**src/rtl/fts_pkg.sv**
```systemverilog
`timescale 1ns/1ps
package fts_pkg;

  typedef enum logic [2:0] {
    MODE_IDLE     = 3'd0,
    MODE_PROG     = 3'd1,
    MODE_ERASE    = 3'd2,
    MODE_ESUSP    = 3'd3,
    MODE_SUSPPROG = 3'd4
  } opMode_e;

  localparam int TGL_I_POS  = 6;
  localparam int EXCEED_POS = 5;
  localparam int TGL_II_POS = 2;

  typedef struct packed {
    logic rdFire;
    logic useStatus;
    logic flip6;
    logic flip2;
    logic clearTgl;
  } tglStrobe_t;

endpackage

```
**src/rtl/fts_ctrl.sv**
```systemverilog
`timescale 1ns/1ps
module fts_ctrl
  import fts_pkg::*;
#(
  parameter int SECTORS   = 16,
  parameter int SEC_W     = 4,
  parameter int SHORT_CYC = 250,
  parameter int LONG_CYC  = 25000,
  parameter int CNT_W     = 15
) (
  input  logic               clk,
  input  logic               rstN,
  input  logic               rdStrobe,
  input  logic [SEC_W-1:0]   rdSector,
  input  logic [2:0]         opMode,
  input  logic               cmdDone,
  input  logic [SEC_W-1:0]   cmdSector,
  input  logic [SECTORS-1:0] eraseMask,
  input  logic [SECTORS-1:0] protMask,
  output tglStrobe_t         strb
);

  logic [SECTORS-1:0] rdHit;
  logic [SECTORS-1:0] cmdHit;

  generate
    for (genvar s = 0; s < SECTORS; s++) begin : g_sec
      assign rdHit[s]  = (rdSector == SEC_W'(s));
      assign cmdHit[s] = (cmdSector == SEC_W'(s));
    end
  endgenerate

  logic selHit, progProt, eraseLive;
  assign selHit    = |(rdHit & eraseMask);
  assign progProt  = |(cmdHit & protMask);
  assign eraseLive = |(eraseMask & ~protMask);

  logic isProg, isErase, isSusp, isActive, isEraseCtx;
  always_comb begin
    isProg  = 1'b0;
    isErase = 1'b0;
    isSusp  = 1'b0;
    case (opMode)
      MODE_PROG:     isProg  = 1'b1;
      MODE_SUSPPROG: isProg  = 1'b1;
      MODE_ERASE:    isErase = 1'b1;
      MODE_ESUSP:    isSusp  = 1'b1;
      default: ;
    endcase
    isActive   = isProg | isErase;
    isEraseCtx = isErase | isSusp | (opMode == MODE_SUSPPROG);
  end

  logic             blocked;
  logic [CNT_W-1:0] winCnt;
  logic             falseBusy;
  logic             cmdBlocks;
  logic [CNT_W-1:0] winLoad;

  assign falseBusy = (winCnt != '0);
  assign cmdBlocks = (isProg & progProt) | (isErase & ~eraseLive);
  assign winLoad   = isProg ? CNT_W'(SHORT_CYC) : CNT_W'(LONG_CYC);

  always_ff @(posedge clk) begin
    if (!rstN) begin
      blocked <= 1'b0;
      winCnt  <= '0;
    end else if (cmdDone) begin
      blocked <= cmdBlocks;
      winCnt  <= cmdBlocks ? winLoad : '0;
    end else if (falseBusy) begin
      winCnt  <= winCnt - CNT_W'(1);
    end
  end

  always_comb begin
    strb.rdFire    = rdStrobe;
    strb.clearTgl  = cmdDone;
    strb.flip6     = rdStrobe & (falseBusy | (~blocked & isActive));
    strb.flip2     = rdStrobe & ~blocked & isEraseCtx & selHit;
    strb.useStatus = falseBusy | (~blocked & (isActive | (isSusp & selHit)));
  end

  assert_window_steps_R7: assert property (@(posedge clk) disable iff (!rstN)
    (falseBusy && !cmdDone) |=> (winCnt == $past(winCnt) - CNT_W'(1)));

  assert_window_toggles_R7: assert property (@(posedge clk) disable iff (!rstN)
    (falseBusy && rdStrobe) |-> (strb.useStatus && strb.flip6));

  assert_blocked_bit2_R8: assert property (@(posedge clk) disable iff (!rstN)
    blocked |-> !strb.flip2);

  assert_suspend_hold_R4: assert property (@(posedge clk) disable iff (!rstN)
    (opMode == MODE_ESUSP && !falseBusy) |-> !strb.flip6);

  assert_idle_array_R5: assert property (@(posedge clk) disable iff (!rstN)
    (opMode == MODE_IDLE && !falseBusy) |-> (!strb.useStatus && !strb.flip6 && !strb.flip2));

endmodule

```
**src/rtl/fts_datapath.sv**
```systemverilog
`timescale 1ns/1ps
module fts_datapath
  import fts_pkg::*;
#(
  parameter int DATA_W = 16
) (
  input  logic              clk,
  input  logic              rstN,
  input  tglStrobe_t        strb,
  input  logic [DATA_W-1:0] arrayData,
  input  logic [DATA_W-1:0] statusFill,
  input  logic              exceedFlag,
  output logic              rdValid,
  output logic [DATA_W-1:0] rdData
);

  logic tog6, tog2;
  logic next6, next2;
  logic [DATA_W-1:0] statusWord;

  assign next6 = strb.flip6 ? ~tog6 : tog6;
  assign next2 = strb.flip2 ? ~tog2 : tog2;

  always_comb begin
    statusWord             = statusFill;
    statusWord[TGL_I_POS]  = next6;
    statusWord[EXCEED_POS] = exceedFlag;
    statusWord[TGL_II_POS] = next2;
  end

  always_ff @(posedge clk) begin
    if (!rstN) begin
      tog6 <= 1'b0;
      tog2 <= 1'b0;
    end else if (strb.clearTgl) begin
      tog6 <= 1'b0;
      tog2 <= 1'b0;
    end else begin
      tog6 <= next6;
      tog2 <= next2;
    end
  end

  always_ff @(posedge clk) begin
    if (!rstN) begin
      rdValid <= 1'b0;
      rdData  <= '0;
    end else begin
      rdValid <= strb.rdFire;
      if (strb.rdFire) rdData <= strb.useStatus ? statusWord : arrayData;
    end
  end

  assert_latency_R11: assert property (@(posedge clk) disable iff (!rstN)
    strb.rdFire |=> rdValid);

  assert_no_read_R9: assert property (@(posedge clk) disable iff (!rstN)
    !strb.rdFire |=> (!rdValid && $stable(rdData)));

  assert_hold_R9: assert property (@(posedge clk) disable iff (!rstN)
    (!strb.rdFire && !strb.clearTgl) |=> ($stable(tog6) && $stable(tog2)));

  assert_clear_R6: assert property (@(posedge clk) disable iff (!rstN)
    strb.clearTgl |=> (!tog6 && !tog2));

  assert_flip_R2: assert property (@(posedge clk) disable iff (!rstN)
    (strb.flip6 && !strb.clearTgl) |=> (tog6 != $past(tog6)));

endmodule

```
**src/rtl/flash_toggle_status.sv**
```systemverilog
`timescale 1ns/1ps
module flash_toggle_status
  import fts_pkg::*;
#(
  parameter int SECTORS  = 16,
  parameter int DATA_W   = 16,
  parameter int CLK_MHZ  = 250,
  parameter int SHORT_US = 1,
  parameter int LONG_US  = 100,
  parameter int SEC_W    = (SECTORS > 1) ? $clog2(SECTORS) : 1
) (
  input  logic               clk,
  input  logic               rstN,
  input  logic               rdStrobe,
  input  logic [SEC_W-1:0]   rdSector,
  input  logic [2:0]         opMode,
  input  logic               cmdDone,
  input  logic [SEC_W-1:0]   cmdSector,
  input  logic [SECTORS-1:0] eraseMask,
  input  logic [SECTORS-1:0] protMask,
  input  logic [DATA_W-1:0]  arrayData,
  input  logic [DATA_W-1:0]  statusFill,
  input  logic               exceedFlag,
  output logic               rdValid,
  output logic [DATA_W-1:0]  rdData
);

  localparam int SHORT_CYC = CLK_MHZ * SHORT_US;
  localparam int LONG_CYC  = CLK_MHZ * LONG_US;
  localparam int MAX_CYC   = (LONG_CYC > SHORT_CYC) ? LONG_CYC : SHORT_CYC;
  localparam int CNT_W     = $clog2(MAX_CYC + 1);

  tglStrobe_t strb;

  fts_ctrl #(
    .SECTORS(SECTORS), .SEC_W(SEC_W), .SHORT_CYC(SHORT_CYC),
    .LONG_CYC(LONG_CYC), .CNT_W(CNT_W)
  ) u_ctrl (
    .clk(clk), .rstN(rstN), .rdStrobe(rdStrobe), .rdSector(rdSector),
    .opMode(opMode), .cmdDone(cmdDone), .cmdSector(cmdSector),
    .eraseMask(eraseMask), .protMask(protMask), .strb(strb)
  );

  fts_datapath #(.DATA_W(DATA_W)) u_dp (
    .clk(clk), .rstN(rstN), .strb(strb), .arrayData(arrayData),
    .statusFill(statusFill), .exceedFlag(exceedFlag),
    .rdValid(rdValid), .rdData(rdData)
  );

endmodule

```
**config.mk**
```make
export PLATFORM = sky130hd
export DESIGN_NAME = flash_toggle_status
export DESIGN_NICKNAME = d
export VERILOG_FILES = /design/src/rtl/fts_pkg.sv /design/src/rtl/fts_ctrl.sv /design/src/rtl/fts_datapath.sv /design/src/rtl/flash_toggle_status.sv
export SDC_FILE = /design/constraint.sdc
export NUM_CORES = 1
export LEC_CHECK = 0
export ABC_CLOCK_PERIOD_IN_PS = 2700
export CAP_MARGIN = 20
export CORE_ASPECT_RATIO = 0.7
export CORE_MARGIN = 3
export CORE_UTILIZATION = 42
export CTS_CLUSTER_SIZE = 14
export DETAILED_ROUTE_END_ITERATION = 10
export MAX_ROUTING_LAYER = met4
export PLACE_DENSITY = 0.89
export SLEW_MARGIN = 20
export SYNTH_ARGS = -nofsm -noshare
export SYNTH_HDL_FRONTEND = slang
export SYNTH_SLANG_ARGS = --single-unit
```
**constraint.sdc**
```tcl
create_clock -name clk -period 2.7 [get_ports clk]
set_input_delay 0.81 -clock clk [delete_from_list [all_inputs] [get_ports clk]]
set_output_delay 0.81 -clock clk [all_outputs]
set_load 0.005 [all_outputs]
```
==> results.py <==
metrics = {
    "status": {
        "run_status": "finished clean",
    },
    "timing": {
        "fmax_mhz": 371,
        "period_share": 0.997,
        "skew_ps": 10.0,
        "drv_slew": 0,
        "hold_viol": 0,
        "relSlewSlack": 0.568,
        "setup_viol": 0,
        "period_needed_ps": 2690,
        "holdWs_ps": 476,
        "rsz0062_at_grt": "true",
        "setup_tns_ps": 0,
        "tightest_slew_ps": 639,
    },
    "setup_path": {
        "worstPathCellList": "clkdlybuf4s50_1 > nor2b_1 > a221oi_1 > a22oi_2 > and3b_2 > clkbuf_16 > mux2i_1 > a21oi_1",
        "start_kind": "primary input",
        "r2r_slack_ps": 200,
        "critPathSlowestCell": "clkdlybuf4s50_1",
        "cpPeakStageDelay_ps": 540,
        "cp.buffers_inverters": 2,
        "required_ps": 2860,
        "reg2reg_from": "u_ctrl.winCnt[2]",
        "crit_type": "in2reg",
        "crit_fanout": 7,
        "r2r_cells": 7,
        "cpLargestDelayFamily": "buffers and inverters",
        "worst_setup_path_end_kind": "flip-flop",
        "r2r_end": "u_dp.rdData[0]",
        "arrival_ps": 2850,
    },
    "synth": {
        "ys_seq_elements": 35,
        "synth_compound_area_frac": 0.197,
        "synthAdderAreaFrac": 0.0117,
        "synth_top_family_by_area": "compound AO/OA/AOI/OAI gates",
        "synthMuxAreaShare": 0.138,
        "synth_xor_area_frac": 0.0694,
        "syn_avg_cell_area_sq_um": 8.65,
        "yosys.area_share.simple": 0.184,
        "ys_types": 52,
        "async_flop_share": 0,
        "ys_seq_area_frac": 0.327,
        "yosysWarnings": 0,
        "synthCells": 248,
        "synthFlopType": "dfxtp_1",
        "syn-num-nets": 330,
        "netlist_area_sq_mm": 0.00215,
        "synth_edf_count": 0,
    },
    "floorplan": {
        "fp-row-count": 21,
        "die_x_um": 91.4,
        "die-area_sq_mm": 0.00602,
        "ios": 97,
        "die_y_um": 65.8,
        "initial_core_util": 0.441,
        "core_sq_mm": 0.00486,
    },
    "cells_and_area": {
        "syn_to_final_growth_pct": 64.8,
        "final_net_count": 449,
        "diodes": 0,
        "fillers": 314,
        "drive_above_1_share": 0.158,
        "final_core_util": 0.727,
        "final_cell_area_sq_mm": 0.00354,
    },
    "min_path": {
        "min_path_cells": 2,
        "hold_end": "u_ctrl.winCnt[9]",
        "hp-class": "reg2reg",
        "hp-start": "u_ctrl.winCnt[9]",
    },
    "clock_tree": {
        "path_clk_slew_ps": 70,
        "clock_path_buffers": 2,
        "cts_tree": "yes",
        "cts-hold-fix-buffers": 0,
        "cts_buffers": 5,
        "clk_latency_ps": 290,
        "cts_sinks": 35,
        "root_buffer": "clkbuf_8",
        "htreeDepth": 2,
    },
    "detailed_routing": {
        "drt-total-wl_um": 7830,
        "antenna_left": 0,
        "via_count": 2430,
        "drc": 0,
        "avgViaCountPerCell": 5.59,
        "dr.first_iter.drc_count": 170,
        "wl_per_cell_um": 18.0,
        "dr.pass1.iters": 4,
    },
    "global_routing": {
        "track_usage": 0.237,
        "grt_pass1_wl_um": 11000,
        "grt_pass1_vias": 2296,
        "antenna_found_initial": 0,
        "grt_max_degree": 18,
        "grt_overflow": 0,
    },
    "placed_design": {
        "io_buffer_count": 93,
        "dpl-instance-area_sq_mm": 0.00330,
        "dpl.hpwl_um": 5510,
        "gp_congestion": 0.874,
    },
    "pwr": {
        "p_per_area_mw_per_mm2": 455,
        "p_leak_uw": 0.00140,
        "vdd_ir_drop_max_v": 0.000315,
    },
    "job": {
        "maxCapViolCount": 0,
    },
}
final cells by class:
class                           instances  area (sq um)  area share
Clock buffer                            6          72.6      0.0205
Inverter                               21          78.8      0.0223
Multi-Input combinational cell        183          1410       0.399
Sequential cell                        35           701       0.198
Tap cell                               69          86.3      0.0244
Timing Repair Buffer                  121          1190       0.335
layer usage:
metal / vias to the layer above / track usage / part of all wire
met5: - / - / 0
met4: 0 / 0.0395 / 0.017
met3: 15 / 0.0660 / 0.074
met2: 112 / 0.377 / 0.49
met1: 1172 / 0.307 / 0.42
li1: 1131 / - / -
placed cells by master, fill, tap and decap left out, types with 2 or more instances in the layout:
| master | Yosys | routed |
|---|---|---|
| mux2i_2 | 0 | 2 |
| inv_1 | 20 | 20 |
| and3_1 | 2 | 2 |
| xnor2_1 | 10 | 10 |
| o21ai_0 | 18 | 18 |
| nand2b_1 | 4 | 4 |
| clkbuf_8 | 0 | 5 |
| nor3_1 | 5 | 5 |
| clkdlybuf4s50_1 | 0 | 92 |
| ha_1 | 2 | 2 |
| xor2_1 | 7 | 7 |
| nand3_1 | 4 | 4 |
| and2_1 | 2 | 2 |
| mux4_2 | 2 | 2 |
| nor2b_1 | 6 | 5 |
| mux2i_1 | 24 | 17 |
| dfxtp_1 | 35 | 35 |
| buf_4 | 1 | 25 |
| a22oi_1 | 4 | 3 |
| nor2_1 | 16 | 16 |
| a21oi_1 | 19 | 19 |
| buf_12 | 1 | 2 |
| nand3b_1 | 4 | 4 |
| or4_4 | 2 | 2 |
| or3_1 | 2 | 2 |
| nand2_1 | 12 | 12 |
| mux2i_4 | 0 | 5 |
| a221oi_2 | 0 | 3 |
| o22ai_1 | 7 | 7 |
| nor4b_1 | 2 | 2 |
| a211oi_1 | 5 | 4 |
cells by family after synthesis:
logic type      count (synthesis)
fa+ha+maj                       2
flops                          35
buf+inv                        30
xor+xnor                       17
mux                            27
compound gates                 68
simple gates                   69
timing repair:
item	CTS	global route
buffers inserted	0	2
setup endpoints to repair	8	22
endpoints found under the hold margin	0	0
gates cloned	0	1
gates resized for setup	2	21
pin swaps	1	2
cells in the mapped netlist (2+ instances only):
master    count  area, sq um
a211oi_1      5         37.5
a21oi_1      19         95.1
a221oi_1      4         35.0
a22oi_1       4         30.0
and2_1        2         12.5
and3_1        2         12.5
buf_2         2         10.0
buf_6         2         22.5
clkbuf_1      2         7.51
dfxtp_1      35          701
ha_1          2         25.0
inv_1        20         75.1
mux2i_1      24          240
mux4_2        2         45.0
nand2_1      12         45.0
nand2b_1      4         25.0
nand3_1       4         20.0
nand3b_1      4         30.0
nor2_1       16         60.1
nor2b_1       6         37.5
nor3_1        5         25.0
nor4b_1       2         17.5
o21ai_0      18         90.1
o22ai_1       7         43.8
or3_1         2         12.5
or4_4         2         22.5
xnor2_1      10         87.6
xor2_1        7         61.3
power by group:
part / leakage (uW) / internal [uW] / switching [uW]
Combinational: 0.00107 / 363 / 294
Sequential: 0.000289 / 567 / 40.2
Clock: 0.0000371 / 172 / 174
Total: 0.00140 / 1100 / 508
per-stage QoR:
| step | setup WS, ps | cells | total power [uW] |
|---|---|---|---|
| floorplan | 208 | 248 | 948 |
| global placement | -271 | 426 | 1190 |
| detailed placement | -381 | 426 | 1210 |
| CTS | 11.3 | 432 | 1550 |
| global route | -11.3 | 435 | 1690 |
| finish | 7.73 | 435 | 1610 |
registers in the layout (all words and copies together) (netlist names):
name / flops
u_dp.rdValid: 1
u_ctrl.winCnt: 15
u_dp.tog2: 1
u_dp.tog6: 1
u_ctrl.blocked: 1
u_dp.rdData: 16
worst max-delay path by stage:
stage | cells after the start | slack (ps) | from | to
after global routing | 8 | -10 | rdSector[1] | u_dp.rdData[0]
after CTS | 9 | 10 | rdSector[3] | u_dp.rdData[13]
after floorplan | 7 | 210 | cmdSector[0] | u_ctrl.winCnt[3]
after global placement | 7 | -270 | opMode[1] | u_ctrl.winCnt[7]
final | 8 | 8 | rdSector[1] | u_dp.rdData[0]
after detailed placement | 7 | -380 | opMode[1] | u_ctrl.winCnt[5]
tightest hold or removal path, delay by kind of cell (launching register included):
family / cells / cell delay [ps]
compound gates: 1 / 60
flops: 1 / 310
simple gates: 1 / 50
(Power assumes the default switching activity.)
